File: config.mk
export PLATFORM = sky130hd
export DESIGN_NAME = fp_to_int_sat
export DESIGN_NICKNAME = d
export VERILOG_FILES = /design/src/rtl/f2i_pkg.sv /design/src/rtl/f2i_opdec.sv /design/src/rtl/f2i_unpack.sv /design/src/rtl/f2i_round_sat.sv /design/src/rtl/fp_to_int_sat.sv
export SDC_FILE = /design/constraint.sdc
export NUM_CORES = 1
export LEC_CHECK = 0
export CORE_MARGIN = 5
export CORE_UTILIZATION = 45
export DETAILED_ROUTE_END_ITERATION = 8
export DONT_BUFFER_PORTS = 1
export PLACE_DENSITY_LB_ADDON = 0.05
export SLEW_MARGIN = 10
export SYNTH_ARGS = -nofsm -noshare
export SYNTH_HDL_FRONTEND = slang
export SYNTH_SLANG_ARGS = --single-unit
File: constraint.sdc
create_clock -name clk -period 10.4 [get_ports clk]
set_clock_uncertainty 0.05 [all_clocks]
set_input_delay 1.04 -clock clk [delete_from_list [all_inputs] [get_ports clk]]
set_output_delay 1.04 -clock clk [all_outputs]
set_load 0.01 [all_outputs]
File: src/rtl/f2i_pkg.sv
`timescale 1ns/1ps
package f2i_pkg;

  typedef enum logic [2:0] {
    CV_NONE     = 3'd0,
    CV_TRUNC_S  = 3'd1,
    CV_TRUNC_U  = 3'd2,
    CV_FLOOR_S  = 3'd3,
    CV_HALFUP_S = 3'd4
  } cv_kind_t;

  // short-form opcode values that select a conversion
  localparam int OPC_TRUNC_U  = 7;
  localparam int OPC_TRUNC_S  = 8;
  localparam int OPC_HALFUP_S = 12;
  localparam int OPC_FLOOR_S  = 13;

endpackage

File: src/rtl/f2i_opdec.sv
`timescale 1ns/1ps
module f2i_opdec
  import f2i_pkg::*;
#(
  parameter int OPW       = 9,
  parameter int SHORT_LIM = 256,
  parameter int BASE_G0   = 384,
  parameter int BASE_G1   = 320
) (
  input  logic [OPW-1:0] opcode,
  input  logic           gen_sel,
  output cv_kind_t       kind
);

  localparam logic [OPW-1:0] LIM_V = OPW'(SHORT_LIM);
  localparam logic [OPW-1:0] B0_V  = OPW'(BASE_G0);
  localparam logic [OPW-1:0] B1_V  = OPW'(BASE_G1);
  localparam logic [OPW-1:0] C_TU  = OPW'(OPC_TRUNC_U);
  localparam logic [OPW-1:0] C_TS  = OPW'(OPC_TRUNC_S);
  localparam logic [OPW-1:0] C_HU  = OPW'(OPC_HALFUP_S);
  localparam logic [OPW-1:0] C_FL  = OPW'(OPC_FLOOR_S);

  logic [OPW-1:0] base;
  logic [OPW-1:0] code;
  logic           in_range;

  // fold the long forms back onto the short opcode space
  always_comb begin
    base = gen_sel ? B1_V : B0_V;
    if (opcode < LIM_V) begin
      code     = opcode;
      in_range = 1'b1;
    end else begin
      code     = opcode - base;
      in_range = (opcode >= base);
    end
  end

  always_comb begin
    kind = CV_NONE;
    if (in_range) begin
      case (code)
        C_TU:    kind = CV_TRUNC_U;
        C_TS:    kind = CV_TRUNC_S;
        C_HU:    kind = CV_HALFUP_S;
        C_FL:    kind = CV_FLOOR_S;
        default: kind = CV_NONE;
      endcase
    end
  end

endmodule

File: src/rtl/f2i_unpack.sv
`timescale 1ns/1ps
module f2i_unpack #(
  parameter int EXP_W  = 8,
  parameter int FRAC_W = 23,
  parameter int INT_W  = 32
) (
  input  logic [EXP_W+FRAC_W:0] src,
  output logic                  sign_o,
  output logic                  nan_o,
  output logic                  huge_o,
  output logic [INT_W-1:0]      ipart_o,
  output logic                  half_o,
  output logic                  rest_o
);

  localparam int MANT_W = FRAC_W + 1;
  localparam int FXW    = INT_W + MANT_W;
  localparam int BIAS   = (1 << (EXP_W - 1)) - 1;
  localparam int UEW    = EXP_W + 2;
  localparam int SHW    = $clog2(INT_W + 1);

  localparam logic signed [UEW-1:0] BIAS_S = UEW'(BIAS);
  localparam logic signed [UEW-1:0] INT_S  = UEW'(INT_W);
  localparam logic signed [UEW-1:0] NEG1_S = '1;

  logic [EXP_W-1:0]        ef;
  logic [FRAC_W-1:0]       ff;
  logic                    special;
  logic                    tiny;
  logic signed [UEW-1:0]   ue;
  logic signed [UEW-1:0]   ue_p1;
  logic [SHW-1:0]          sh;
  logic [FXW-1:0]          fx;
  logic [MANT_W-1:0]       fbits;

  assign sign_o  = src[EXP_W+FRAC_W];
  assign ef      = src[EXP_W+FRAC_W-1 -: EXP_W];
  assign ff      = src[FRAC_W-1:0];
  assign special = &ef;
  assign nan_o   = special && (|ff);

  // unbiased exponent and the range classes it implies
  always_comb begin
    ue     = $signed({2'b00, ef}) - BIAS_S;
    ue_p1  = ue - NEG1_S;
    huge_o = special || (ue >= INT_S);
    tiny   = (ue < NEG1_S);
    sh     = SHW'(ue_p1);
  end

  // fixed point with MANT_W fraction bits: value * 2^MANT_W
  always_comb begin
    fx    = {{INT_W{1'b0}}, (ef != '0), ff} << sh;
    fbits = fx[MANT_W-1:0];
  end

  always_comb begin
    if (huge_o) begin
      ipart_o = '0;
      half_o  = 1'b0;
      rest_o  = 1'b0;
    end else if (tiny) begin
      // magnitude below one half: only its non-zeroness matters
      ipart_o = '0;
      half_o  = 1'b0;
      rest_o  = |src[EXP_W+FRAC_W-1:0];
    end else begin
      ipart_o = fx[FXW-1 -: INT_W];
      half_o  = fbits[MANT_W-1];
      rest_o  = |fbits[MANT_W-2:0];
    end
  end

endmodule

File: src/rtl/f2i_round_sat.sv
`timescale 1ns/1ps
module f2i_round_sat
  import f2i_pkg::*;
#(
  parameter int INT_W = 32
) (
  input  cv_kind_t         kind,
  input  logic             sign,
  input  logic             is_nan,
  input  logic             huge,
  input  logic [INT_W-1:0] ipart,
  input  logic             half,
  input  logic             rest,
  output logic [INT_W-1:0] result
);

  localparam logic [INT_W:0]   POS_LIM_M = {2'b00, {(INT_W-1){1'b1}}};
  localparam logic [INT_W:0]   NEG_LIM_M = {2'b01, {(INT_W-1){1'b0}}};
  localparam logic [INT_W-1:0] SMAX      = {1'b0, {(INT_W-1){1'b1}}};
  localparam logic [INT_W-1:0] SMIN      = {1'b1, {(INT_W-1){1'b0}}};

  logic             bump;
  logic [INT_W:0]   mag;
  logic             pos_ovf;
  logic             neg_ovf;
  logic [INT_W-1:0] s_res;
  logic [INT_W-1:0] u_res;

  // magnitude increment chosen by the rounding kind
  always_comb begin
    case (kind)
      CV_FLOOR_S:  bump = sign & (half | rest);
      CV_HALFUP_S: bump = sign ? (half & rest) : half;
      default:     bump = 1'b0;
    endcase
    mag = {1'b0, ipart} + {{INT_W{1'b0}}, bump};
  end

  always_comb begin
    pos_ovf = huge || (mag > POS_LIM_M);
    neg_ovf = huge || (mag > NEG_LIM_M);
    if (sign) s_res = neg_ovf ? SMIN : -mag[INT_W-1:0];
    else      s_res = pos_ovf ? SMAX : mag[INT_W-1:0];
    if (sign)      u_res = '0;
    else if (huge) u_res = '1;
    else           u_res = ipart;
  end

  always_comb begin
    if (is_nan) begin
      result = '0;
    end else begin
      case (kind)
        CV_TRUNC_S, CV_FLOOR_S, CV_HALFUP_S: result = s_res;
        CV_TRUNC_U:                          result = u_res;
        default:                             result = '0;
      endcase
    end
  end

endmodule

File: src/rtl/fp_to_int_sat.sv
`timescale 1ns/1ps
module fp_to_int_sat
  import f2i_pkg::*;
#(
  parameter int EXP_W     = 8,
  parameter int FRAC_W    = 23,
  parameter int INT_W     = 32,
  parameter int OPW       = 9,
  parameter int SHORT_LIM = 256,
  parameter int BASE_G0   = 384,
  parameter int BASE_G1   = 320
) (
  input  logic                  clk,
  input  logic                  rst,
  input  logic                  in_valid,
  input  logic [OPW-1:0]        in_opcode,
  input  logic                  in_gen_sel,
  input  logic [EXP_W+FRAC_W:0] in_src,
  output logic                  out_valid,
  output logic [INT_W-1:0]      out_result
);

  localparam int SRC_W = EXP_W + FRAC_W + 1;

  cv_kind_t         kind;
  logic             u_sign;
  logic             u_nan;
  logic             u_huge;
  logic [INT_W-1:0] u_ipart;
  logic             u_half;
  logic             u_rest;
  logic [INT_W-1:0] conv;

  f2i_opdec #(
    .OPW(OPW), .SHORT_LIM(SHORT_LIM), .BASE_G0(BASE_G0), .BASE_G1(BASE_G1)
  ) u_dec (
    .opcode (in_opcode),
    .gen_sel(in_gen_sel),
    .kind   (kind)
  );

  f2i_unpack #(
    .EXP_W(EXP_W), .FRAC_W(FRAC_W), .INT_W(INT_W)
  ) u_unp (
    .src    (in_src),
    .sign_o (u_sign),
    .nan_o  (u_nan),
    .huge_o (u_huge),
    .ipart_o(u_ipart),
    .half_o (u_half),
    .rest_o (u_rest)
  );

  f2i_round_sat #(
    .INT_W(INT_W)
  ) u_rs (
    .kind  (kind),
    .sign  (u_sign),
    .is_nan(u_nan),
    .huge  (u_huge),
    .ipart (u_ipart),
    .half  (u_half),
    .rest  (u_rest),
    .result(conv)
  );

  always_ff @(posedge clk) begin
    if (rst) begin
      out_valid  <= 1'b0;
      out_result <= '0;
    end else begin
      out_valid <= in_valid;
      if (in_valid) out_result <= conv;
    end
  end

  logic src_is_nan;
  logic kind_signed;
  assign src_is_nan  = (&in_src[SRC_W-2 -: EXP_W]) && (|in_src[FRAC_W-1:0]);
  assign kind_signed = (kind == CV_TRUNC_S) || (kind == CV_FLOOR_S) ||
                       (kind == CV_HALFUP_S);


  valid_follow_chk: assert property (@(posedge clk) disable iff (rst)
    in_valid |=> out_valid);


  valid_drop_chk: assert property (@(posedge clk) disable iff (rst)
    !in_valid |=> !out_valid);


  result_hold_chk: assert property (@(posedge clk) disable iff (rst)
    !in_valid |=> $stable(out_result));


  nan_zero_chk: assert property (@(posedge clk) disable iff (rst)
    (in_valid && src_is_nan) |=> (out_result == '0));


  unknown_zero_chk: assert property (@(posedge clk) disable iff (rst)
    (in_valid && kind == CV_NONE) |=> (out_result == '0));


  uns_neg_zero_chk: assert property (@(posedge clk) disable iff (rst)
    (in_valid && kind == CV_TRUNC_U && in_src[SRC_W-1]) |=> (out_result == '0));


  sign_keep_chk: assert property (@(posedge clk) disable iff (rst)
    (in_valid && kind_signed && !src_is_nan && !in_src[SRC_W-1])
      |=> !out_result[INT_W-1]);

endmodule

# Yosys cells after proc, flatten, opt, wreduce, memory -nomap -nowiden
# Index checks and enable logic that the tools add are counted.
# word_totals
wordCells	55
regBits	33
input_bits	45
out_inout_bits	33
# classes
shift	1
n_eq_ne	8
muxes	20
n_reduce_logical	10
n_addsub	5
n_lt_le_gt_ge	6
n_bitwise	3
# op_table
operator	n
$mux W32	8
$pmux W32 S2	1
$shl A24 B6 Y56	1
$reduce_or A23 Y1	2
$add A32 B1 Y33	1
$gt A33 B31 Y1 const B	1
$gt A33 B32 Y1 const B	1
$neg A32 Y32	1
$reduce_or A31 Y1	1
$eq A9 B4 Y1 const B	3
$pmux W3 S4	1
$eq A9 B3 Y1 const B	1
$ge A9 B7 Y1 const B	1
$ge A9 B9 Y1	1
$lt A9 B1 Y1 const B	1
$lt A9 B9 Y1 const B	1
$mux W9	1
$sub A8 B7 Y9 const B	1
$sub A9 B9 Y9	1
$mux W8	1
$reduce_and A8 Y1	1
$reduce_bool A8 Y1	1
$eq A3 B2 Y1 const B	2
$mux W1	6
other kinds (10)	13

# Longest topological paths before layout
# Gate-level depths: netlist of run 1.
# depth
ltp_word	16
ltp_mapped	33
mapped_depth_nobuf	26

# Hierarchy
# From an unflattened synthesis of run 1, not the netlist that was laid out.
# hier_totals
hier_cells	942
hier_area_um2	6718.9
# modules_own_cells
module	area_each_um2	seq_area_each_um2	cells_per_inst	instances
f2i_round_sat	2762.6	0.0	447	1
f2i_unpack	2597.5	0.0	369	1
fp_to_int_sat	1202.4	660.6	106	1
f2i_opdec	156.4	0.0	20	1

# Worst setup path after synthesis of run 1
# OpenSTA, ideal clock, no wires.
# synth_path
path_type	in2reg
from	input port in_src[23]
to	register out_result[25]
setup_slack_ns	2.913
setup_time_ns	0.067
arrival_ns	7.371
stages	30
path_cell_list	buf_6 -> buf_6 -> buf_4 -> inv_1 -> ha_1 -> nor3b_1 -> and3_1 -> a31o_2 -> nor2_1 -> clkbuf_1 -> buf_1 -> nand2_1 -> o22ai_1 -> nor3_1 -> a31oi_1 -> o2111ai_1 -> nand2_1 -> ha_1 -> ha_1 -> nand2_1 -> a21o_1 -> a211oi_1 -> nand4b_1 -> or4b_2 -> xnor2_2 -> or4b_1 -> buf_2 -> or4_1 -> a32o_1 -> o21ai_2
# synth_via
elab_chain_len	16
word_cells_on_any_way	35
# synth_rtl
item	line_no	rtl
start: declaration	fp_to_int_sat.sv:18	input logic [EXP_W+FRAC_W:0] in_src,
$sub A8 B7 Y9	f2i_unpack.sv:44	ue = $signed({2'b00, ef}) - BIAS_S;
$sub A6 B1 Y6	f2i_unpack.sv:45	ue_p1 = ue - NEG1_S;
$shl A24 B6 Y56	f2i_unpack.sv:53	fx = {{INT_W{1'b0}}, (ef != '0), ff} << sh;
$reduce_or A23 Y1	f2i_unpack.sv:70	rest_o = |fbits[MANT_W-2:0];
$mux W1	f2i_unpack.sv:62	end else if (tiny) begin
$mux W1	f2i_unpack.sv:58	if (huge_o) begin
$and A1 B1 Y1 / $or A1 B1 Y1 (equally long branches)	f2i_round_sat.sv:33, f2i_round_sat.sv:32	
$mux W1 / $and A1 B1 Y1 (equally long branches)	f2i_round_sat.sv:33, f2i_round_sat.sv:32	
$pmux W1 S2	f2i_round_sat.sv:31	case (kind)
$add A32 B1 Y33	f2i_round_sat.sv:36	mag = {1'b0, ipart} + {{INT_W{1'b0}}, bump};
$gt A33 B31 Y1 / $gt A33 B32 Y1 (equally long branches)	f2i_round_sat.sv:40, f2i_round_sat.sv:41	
$logic_or A1 B1 Y1 (on tied branches)	f2i_round_sat.sv:40, f2i_round_sat.sv:41	
$mux W32 (on tied branches)	f2i_round_sat.sv:43, f2i_round_sat.sv:42	
$mux W32	f2i_round_sat.sv:42	if (sign) s_res = neg_ovf ? SMIN : -mag[INT_W-1:0];
$pmux W32 S2	f2i_round_sat.sv:53	case (kind)
$mux W32 *	f2i_round_sat.sv:50	if (is_nan) begin
end signal: assignment	fp_to_int_sat.sv:73	if (in_valid) out_result <= conv;
end: declaration	fp_to_int_sat.sv:20	output logic [INT_W-1:0] out_result
# Mark *: on every way between the ends. The rest lies on a longest branch, timed or not.
# A chain may end at the register's enable or synchronous reset.

# Worst setup path in the final report of run 1
# layout_path
from	input port in_src[23]
to	register out_result[26]
# Same word-level chain as after synthesis.

==> results of run 1 <==
-- logic make-up after synthesis --
group	after synthesis
AND/OR/NAND/NOR	374
AO/OA/AOI/OAI	272
buffers and inverters	70
multiplexers	53
XOR/XNOR	46
flip-flops	33
adder cells (fa/ha/maj)	11
-- Yosys cell counts, types with 16 or more instances --
master / count
o21ai_0: 59
nor3_1: 31
nand2b_1: 19
mux2i_1: 23
a22oi_1: 16
nor2_1: 75
nor4_1: 18
nand2_1: 86
a21oi_1: 40
nand3_1: 32
xor2_1: 21
clkbuf_1: 23
dfxtp_1: 33
or3_1: 16
xnor2_1: 21
-- report_power, final --
part	switching [W]	total, W	internal, W
logic	0.000284	0.000433	0.000149
clock network	0.0000571	0.000177	0.000120
registers	0.000000633	0.000128	0.000127
total	0.000341	0.000737	0.000396
-- per-stage QoR --
stage	utilization (%)	setup slack [ns]	std cells	hold WS [ns]	power, W
floorplan	-	2.91	859	0.449	0.000451
global placement	45.7	1.54	994	0.468	0.000549
detailed placement	45.7	1.33	994	0.473	0.000548
CTS	46.9	1.56	1002	0.483	0.000727
global route	46.9	0.900	1002	0.524	0.000779
finish	46.9	1.38	1002	0.481	0.000737
-- layout by cell type (no fill, tap or decap), drive strengths merged, types with 11 or more instances in the layout --
cell and count:
nand2 88, xor2 22, a31oi 14, mux4 21, a21oi 40, a21o 12, dfxtp 33, inv 13
o211ai 13, a22oi 16, o21ai 71, buf 11, nand3 32, xnor2 22, nor3 31, nor2 75
nor2b 15, or2 13, o22ai 15, nand2b 19, nor4 19, nand4 15, mux2i 23, or3 16
-- area by class of cell --
cell class              instances  area [um^2]
multi-input cells             756         5290
clock inverters                 1         30.0
clock buffers                   7          143
flip-flops and latches         33          661
well taps                     180          225
fillers                      1442         7340
inverters                      14         52.6
repair buffers                 11         82.6
-- worst paths after layout --
| path | slack, ns | from | end | depth (start not counted) |
|---|---|---|---|---|
| setup reg to reg | 9.25 | out_result[30]$_SDFFE_PP0P_ | out_result[30]$_SDFFE_PP0P_ | 3 |
| setup / recovery | 1.38 | in_src[23] | out_result[26]$_SDFFE_PP0P_ | 26 |
| hold reg to reg | 0.48 | out_result[0]$_SDFFE_PP0P_ | out_result[0]$_SDFFE_PP0P_ | 2 |
| hold / removal | 0.48 | out_result[0]$_SDFFE_PP0P_ | out_result[0]$_SDFFE_PP0P_ | 2 |
-- flip-flops by register name, indices dropped and copies added (netlist names) --
name	flops
out_result	32
out_valid	1
-- per-layer routing --
metal,track usage (%),vias to the layer above,wire (um)
met2,43.9,387,10600
met5,0,-,0
li1,-,3236,-
met4,10.1,0,862
met3,6.56,60,2500
met1,42.5,3362,10800
-- worst max-delay path, cell delays in order --
cell and delay (ns):
inv_1 0.04, ha_1 1.02, nor2b_1 0.46, a211oi_2 0.27, nor2_1 0.14, buf_4 0.32, mux2i_1 0.40, nor2_1 0.10
a21oi_1 0.24, nor3_1 0.08, a31oi_1 0.23, o2111ai_1 0.16, nand2_1 0.11, ha_1 0.22, ha_1 0.28, nand2_1 0.08
a21o_1 0.20, a211oi_1 0.27, nand4b_1 0.40, or4b_2 0.77, xnor2_2 0.28, nor4b_2 0.79, and4b_1 0.38, o21ai_1 0.24
buf_4 0.31, o32ai_1 0.26
==> flow_summary_export.csv, run 1 <==
group,metric,value,unit
outcome,status,"finished, final reports clean",
synth,yosysUniqueCellTypes,98,
hold_path,min_path_type,"reg -> reg",
timing,finalWorstPathRequiredPeriod,9.02,ns
floorplanning,dieArea,16500,um^2
placed_design,place_area,6310,um^2
synth,synthAdderAreaFrac,2.30,%
setup_path,worst_setup_path_start_kind,"primary input",
setup_path,cp-end-kind,"flop",
synth,muxShareOfSynthArea,13.1,%
drt,dr.pass1.iters,5,
final_layout,fin_area,6490,um^2
drt,dr_total_vias,7045,
synth,yosysTopAreaCell,"dfxtp_1",
placed_design,post-dp-hpwl,18900,um
floorplanning,die_h,128,um
drt,viasPerCell,7.03,
synth,synthCells,859,
global_routing,grt_pass1_vias,6665,
synth,synth_compound_area_share,29.9,%
timing,setup_viol,0,
clock_tree,clk_latency,0.28,ns
clock_tree,clk_root_buffer_cell,"clkbuf_16",
clock_tree,cts_max_level,2,
clock_tree,cts.path.max_buffers,2,
pwr,vdd_drop_max,62.9,uV
clock_tree,clock-sinks,33,
final_layout,drive_gt1_share,10.6,%
clock_tree,ctsResizeCount,0,
flow_run,drv_cap,0,
global_routing,grt_pass1_wl,38600,um
synth,syn_area_per_cell,7.34,um^2
synth,synth_nets,915,
synth,synth_seq_cells,33,
synth,yosysWarnings,0,
setup_path,cp_data_required_time,10.55,ns
timing,fmax,111,MHz
setup_path,worstPathArrival,9.18,ns
global_routing,grt_antenna_before_repair,0,
timing,max-slew-margin-rel,25.0,%
final_layout,syn_to_final_growth,2.90,%
synth,synth-simple-area-share,31.4,%
clock_tree,postCtsSetupBuffers,0,
placed_design,port_buffers,0,
pwr,power.leakage,2.27,nW
setup_path,path_max_fanout,41,
drt,avgRoutedWirePerCell,24.7,um
final_layout,n_antenna_cell,0,
setup_path,worstSetupPathType,"in -> reg",
clock_tree,clkTransAtPathRegs,0.06,ns
clock_tree,cts_inserted_buffers,5,
synth,syn_area,6300,um^2
global_routing,grt_max_degree,48,
synth,synth_top_family_by_area,"simple AND/OR/NAND/NOR gates",
synth,ys_async_sr_fraction,0,%
timing,rsz0062_at_grt,"false",
final_layout,nets,877,
floorplanning,ios,78,
synth,synth_top_area_share,10.5,%
timing,setup_tns,0,ns
synth,synthFlopType,"dfxtp_1",
synth,synth-edff-count,0,
clock_tree,cts_tree,"yes",
timing,tightest_slew,1.12,ns
floorplanning,coreArea,13800,um^2
global_routing,grt_usage,29.6,%
floorplanning,die_w,128,um
drt,ant_nets,0,
pwr,p_per_area,114,nW/um^2
timing,period_share,86.8,%
floorplanning,initial_core_util,45.6,%
synth,ys_seq_area_share,10.5,%
synth,synthTopCellsByArea,"dfxtp_1, mux4_2, nand2_1",
synth,synth-xor-area-share,7.10,%
placed_design,routabilityCongestion,0.979,
timing,maxSlewViolCount,0,
drt,drtIter0Drc,835,
clock_tree,postCtsHoldBufs,0,
timing,hold_viol,0,
floorplanning,num_rows,43,
drt,drt-total-wl,24700,um
global_routing,grt-ovfl-total,0,
drt,drcViolationCount,0,
Power figures use the tool's default switching activity.
==> run 2: changes to the inputs <==
- ABC_AREA: default -> 1
==> run 2 against run 1 <==
  * Area after synthesis up 21%
  * Wire length rose by 9.9%
  * First-iteration DRC count up 3.8%
  * Register-to-register slack better by 0.35 ns
  * Worst hold slack worse by 0.025 ns
  * Power down 6.1%
  * Cell area up 18%
  * Sequential power barely moved
  * Clock power hardly changed
  * Combinational power decreased by 9.7%
  * Synthesized cell count up 72%
  * Critical endpoint is now out_result[8]$_SDFFE_PP0P_
  * Largest cell class unchanged
  * Highest routed layer unchanged
==> flow_summary_export.csv, run 2 <==
group,metric,value,unit
setup_path,reg2reg_from,"out_result[8]$_SDFFE_PP0P_",
timing,worst_slack,3.71,ns
timing,maxSlewViolCount,0,
timing,rsz0062_at_grt,"false",
pwr,p_comb_share,56.4,%
synth,synth_commonest_cells,"nand2_1, nand3_1, nor2_1",
timing,max-slew-margin-rel,26.2,%
synth,synthAdderAreaFrac,1.90,%
clock_tree,cts_tree,"yes",
hold_path,hold_path_depth,2,
timing,setup_tns,0,ns
clock_tree,clock-sinks,33,
drt,drtIter0Drc,867,
floorplanning,dieArea,19700,um^2
timing,setup_viol,0,
final_layout,regMostFlops,"out_result",
global_routing,grt_pass1_wl,43500,um
timing,finalWorstPathRequiredPeriod,6.69,ns
clock_tree,postCtsHoldBufs,0,
timing,hold_viol,0,
pwr,power.leakage,3.95,nW
synth,synth-edff-count,0,
synth,ys_seq_area_share,8.65,%
synth,synth_seq_cells,33,
synth,syn_area_per_cell,5.18,um^2
synth,synthCells,1475,
pwr,p_total,0.000692,W
timing,tightest_slew,1.11,ns
final_layout,register_area,661,um^2
final_layout,nets,1476,
floorplanning,die_w,140,um
placed_design,post-dp-hpwl,21700,um
synth,syn_area,7640,um^2
synth,synthMostInstantiatedCell,"nand2_1",
global_routing,grt_usage,26.6,%
pwr,cellInternalPower,0.000356,W
setup_path,critPathMaxStageDelay,0.53,ns
pwr,sw_frac_of_total,48.6,%
final_layout,syn_to_final_growth,0.344,%
drt,viasPerCell,5.54,
pwr,switchingPower,0.000336,W
clock_tree,clk_root_buffer_cell,"clkbuf_16",
global_routing,grt_pass1_vias,8275,
final_layout,fillers,1958,
setup_path,reg2reg_depth,2,
floorplanning,ios,78,
placed_design,dpl.cell_count,1633,
timing,period_share,64.3,%
synth,yosysUniqueCellTypes,54,
clock_tree,ctsResizeCount,0,
setup_path,worstPathArrival,6.84,ns
clock_tree,postCtsSetupBuffers,0,
drt,drt-total-wl,27200,um
global_routing,grt_antenna_before_repair,0,
clock_tree,cts.path.max_buffers,2,
clock_tree,clk_latency,0.27,ns
final_layout,final_common_cell,"nand2_1",
floorplanning,coreArea,16600,um^2
drt,dr_total_vias,9093,
synth,synth-xor-area-share,1.24,%
outcome,status,"finished, final reports clean",
synth,muxShareOfSynthArea,0,%
drt,avgRoutedWirePerCell,16.6,um
synth,synthFlopType,"dfxtp_1",
final_layout,largest_register_ffs,32,
synth,synth_compound_area_share,10.0,%
pwr,vdd_drop_max,58.0,uV
synth,synth_top_family_by_area,"simple AND/OR/NAND/NOR gates",
synth,yosysWarnings,0,
setup_path,cp_data_required_time,10.55,ns
synth,yosysTopAreaCell,"nand2_1",
final_layout,largest_registers,"out_result: 32 flops, out_valid: 1 flops",
final_layout,multi_input_area,6010,um^2
setup_path,r2r_setup_slack,9.60,ns
clock_tree,clkTransAtPathRegs,0.05,ns
setup_path,path_max_fanout,42,
setup_path,timing.rr.end,"out_result[8]$_SDFFE_PP0P_",
timing,fmax,149,MHz
setup_path,cp-end-kind,"flop",
global_routing,grt-ovfl-total,0,
setup_path,startpoint,"in_src[23]",
final_layout,n_antenna_cell,0,
setup_path,path_common_cell,"nand2_1",
clock_tree,cts_inserted_buffers,5,
drt,ant_nets,0,
floorplanning,num_rows,47,
hold_path,min_path_type,"reg -> reg",
pwr,clkPwrFrac,25.1,%
placed_design,pre_cts_slack,3.48,ns
synth,synthTopCellsByArea,"nand2_1, nand3_1, dfxtp_1",
drt,dr.pass1.iters,5,
final_layout,final_cell_mix,"nand2_1, nand3_1, nor2_1",
setup_path,slowest_stage,"nand2_2",
hold_path,whs_endpoint,"out_result[17]$_SDFFE_PP0P_",
floorplanning,initial_core_util,45.9,%
global_routing,grt_max_degree,47,
hold_path,worstHoldStart,"out_result[17]$_SDFFE_PP0P_",
setup_path,worstSetupPathType,"in -> reg",
drt,drcViolationCount,0,
placed_design,routabilityCongestion,0.982,
clock_tree,cts_max_level,2,
placed_design,port_buffers,0,
setup_path,worst_setup_path_start_kind,"primary input",
pwr,p_per_area,90.3,nW/um^2
final_layout,fin_cells,1641,
floorplanning,die_h,140,um
final_layout,drive_gt1_share,9.43,%
synth,synth_nets,1531,
synth,ys_async_sr_fraction,0,%
pwr,seq_power_share,18.4,%
synth,synth-simple-area-share,65.4,%
synth,synth_top_area_share,30.7,%
flow_run,drv_cap,0,
[run 2: cell count changes after synthesis, sizes merged, moves of 21 or more]
cell / before / now
mux2i: 23 / 0
mux4: 21 / 0
nor2: 75 / 156
nor3: 31 / 10
nand2: 88 / 666
nand4: 15 / 54
nand3: 32 / 186
inv: 13 / 134
[run 2: power groups by stage]
| stage | registers, W | logic, W | clock network [W] |
|---|---|---|---|
| floorplan | 0.000130 | 0.000321 | 0 |
| global placement | 0.000130 | 0.000381 | 0 |
| detailed placement | 0.000130 | 0.000382 | 0 |
| CTS | 0.000128 | 0.000384 | 0.000176 |
| global route | 0.000128 | 0.000433 | 0.000187 |
| finish | 0.000128 | 0.000391 | 0.000174 |
[run 2: metal layers]
layer / vias up / routed length, um / GRT usage [%]
met1: 4098 / 12300 / 36.3
met5: - / 0 / 0
li1: 4624 / - / -
met2: 327 / 12700 / 44.5
met3: 44 / 1640 / 3.17
met4: 0 / 635 / 6.58
[run 2: how the worst max path moves through the flow]
stage	end	slack [ns]
floorplan	out_result[28]$_SDFFE_PP0P_	4.65
global placement	out_result[25]$_SDFFE_PP0P_	3.60
detailed placement	out_result[25]$_SDFFE_PP0P_	3.48
CTS	out_result[8]$_SDFFE_PP0P_	3.75
global route	out_result[25]$_SDFFE_PP0P_	3.13
finish	out_result[8]$_SDFFE_PP0P_	3.71
[run 2: worst max-delay path, delay by kind of cell]
kind	cells	cell delay, ns
AO/OA/AOI/OAI	5	1.11
adder cells (fa/ha/maj)	3	0.77
buffers and inverters	3	0.49
AND/OR/NAND/NOR	23	3.41
[run 2: stage by stage]
stage / util, % / area (um^2) / hold WS, ns
finish: 46.1 / 7660 / 0.456
global route: 46.1 / 7660 / 0.477
detailed placement: 45.0 / 7490 / 0.452
floorplan: - / 7640 / 0.440
global placement: 45.0 / 7490 / 0.450
CTS: 46.1 / 7660 / 0.460
[run 2: logic make-up (layout without fill, tap and decap cells)]
group                      Yosys count  in the layout
DFF                                 33             33
adders and majority gates           11             11
buffers and inverters              203            149
and+or+nand+nor                   1088           1088
xor gates and xnor gates            10             10
AOI/OAI and AO/OA                  130            130
[run 2: layout make-up]
cell class | instances | area share (%)
Timing Repair Buffer | 5 | 0.490
Clock buffer | 7 | 1.86
Clock inverter | 1 | 0.392
Sequential cell | 33 | 8.62
Inverter | 136 | 6.66
Multi-Input combinational cell | 1239 | 78.4
Tap cell | 220 | 3.59
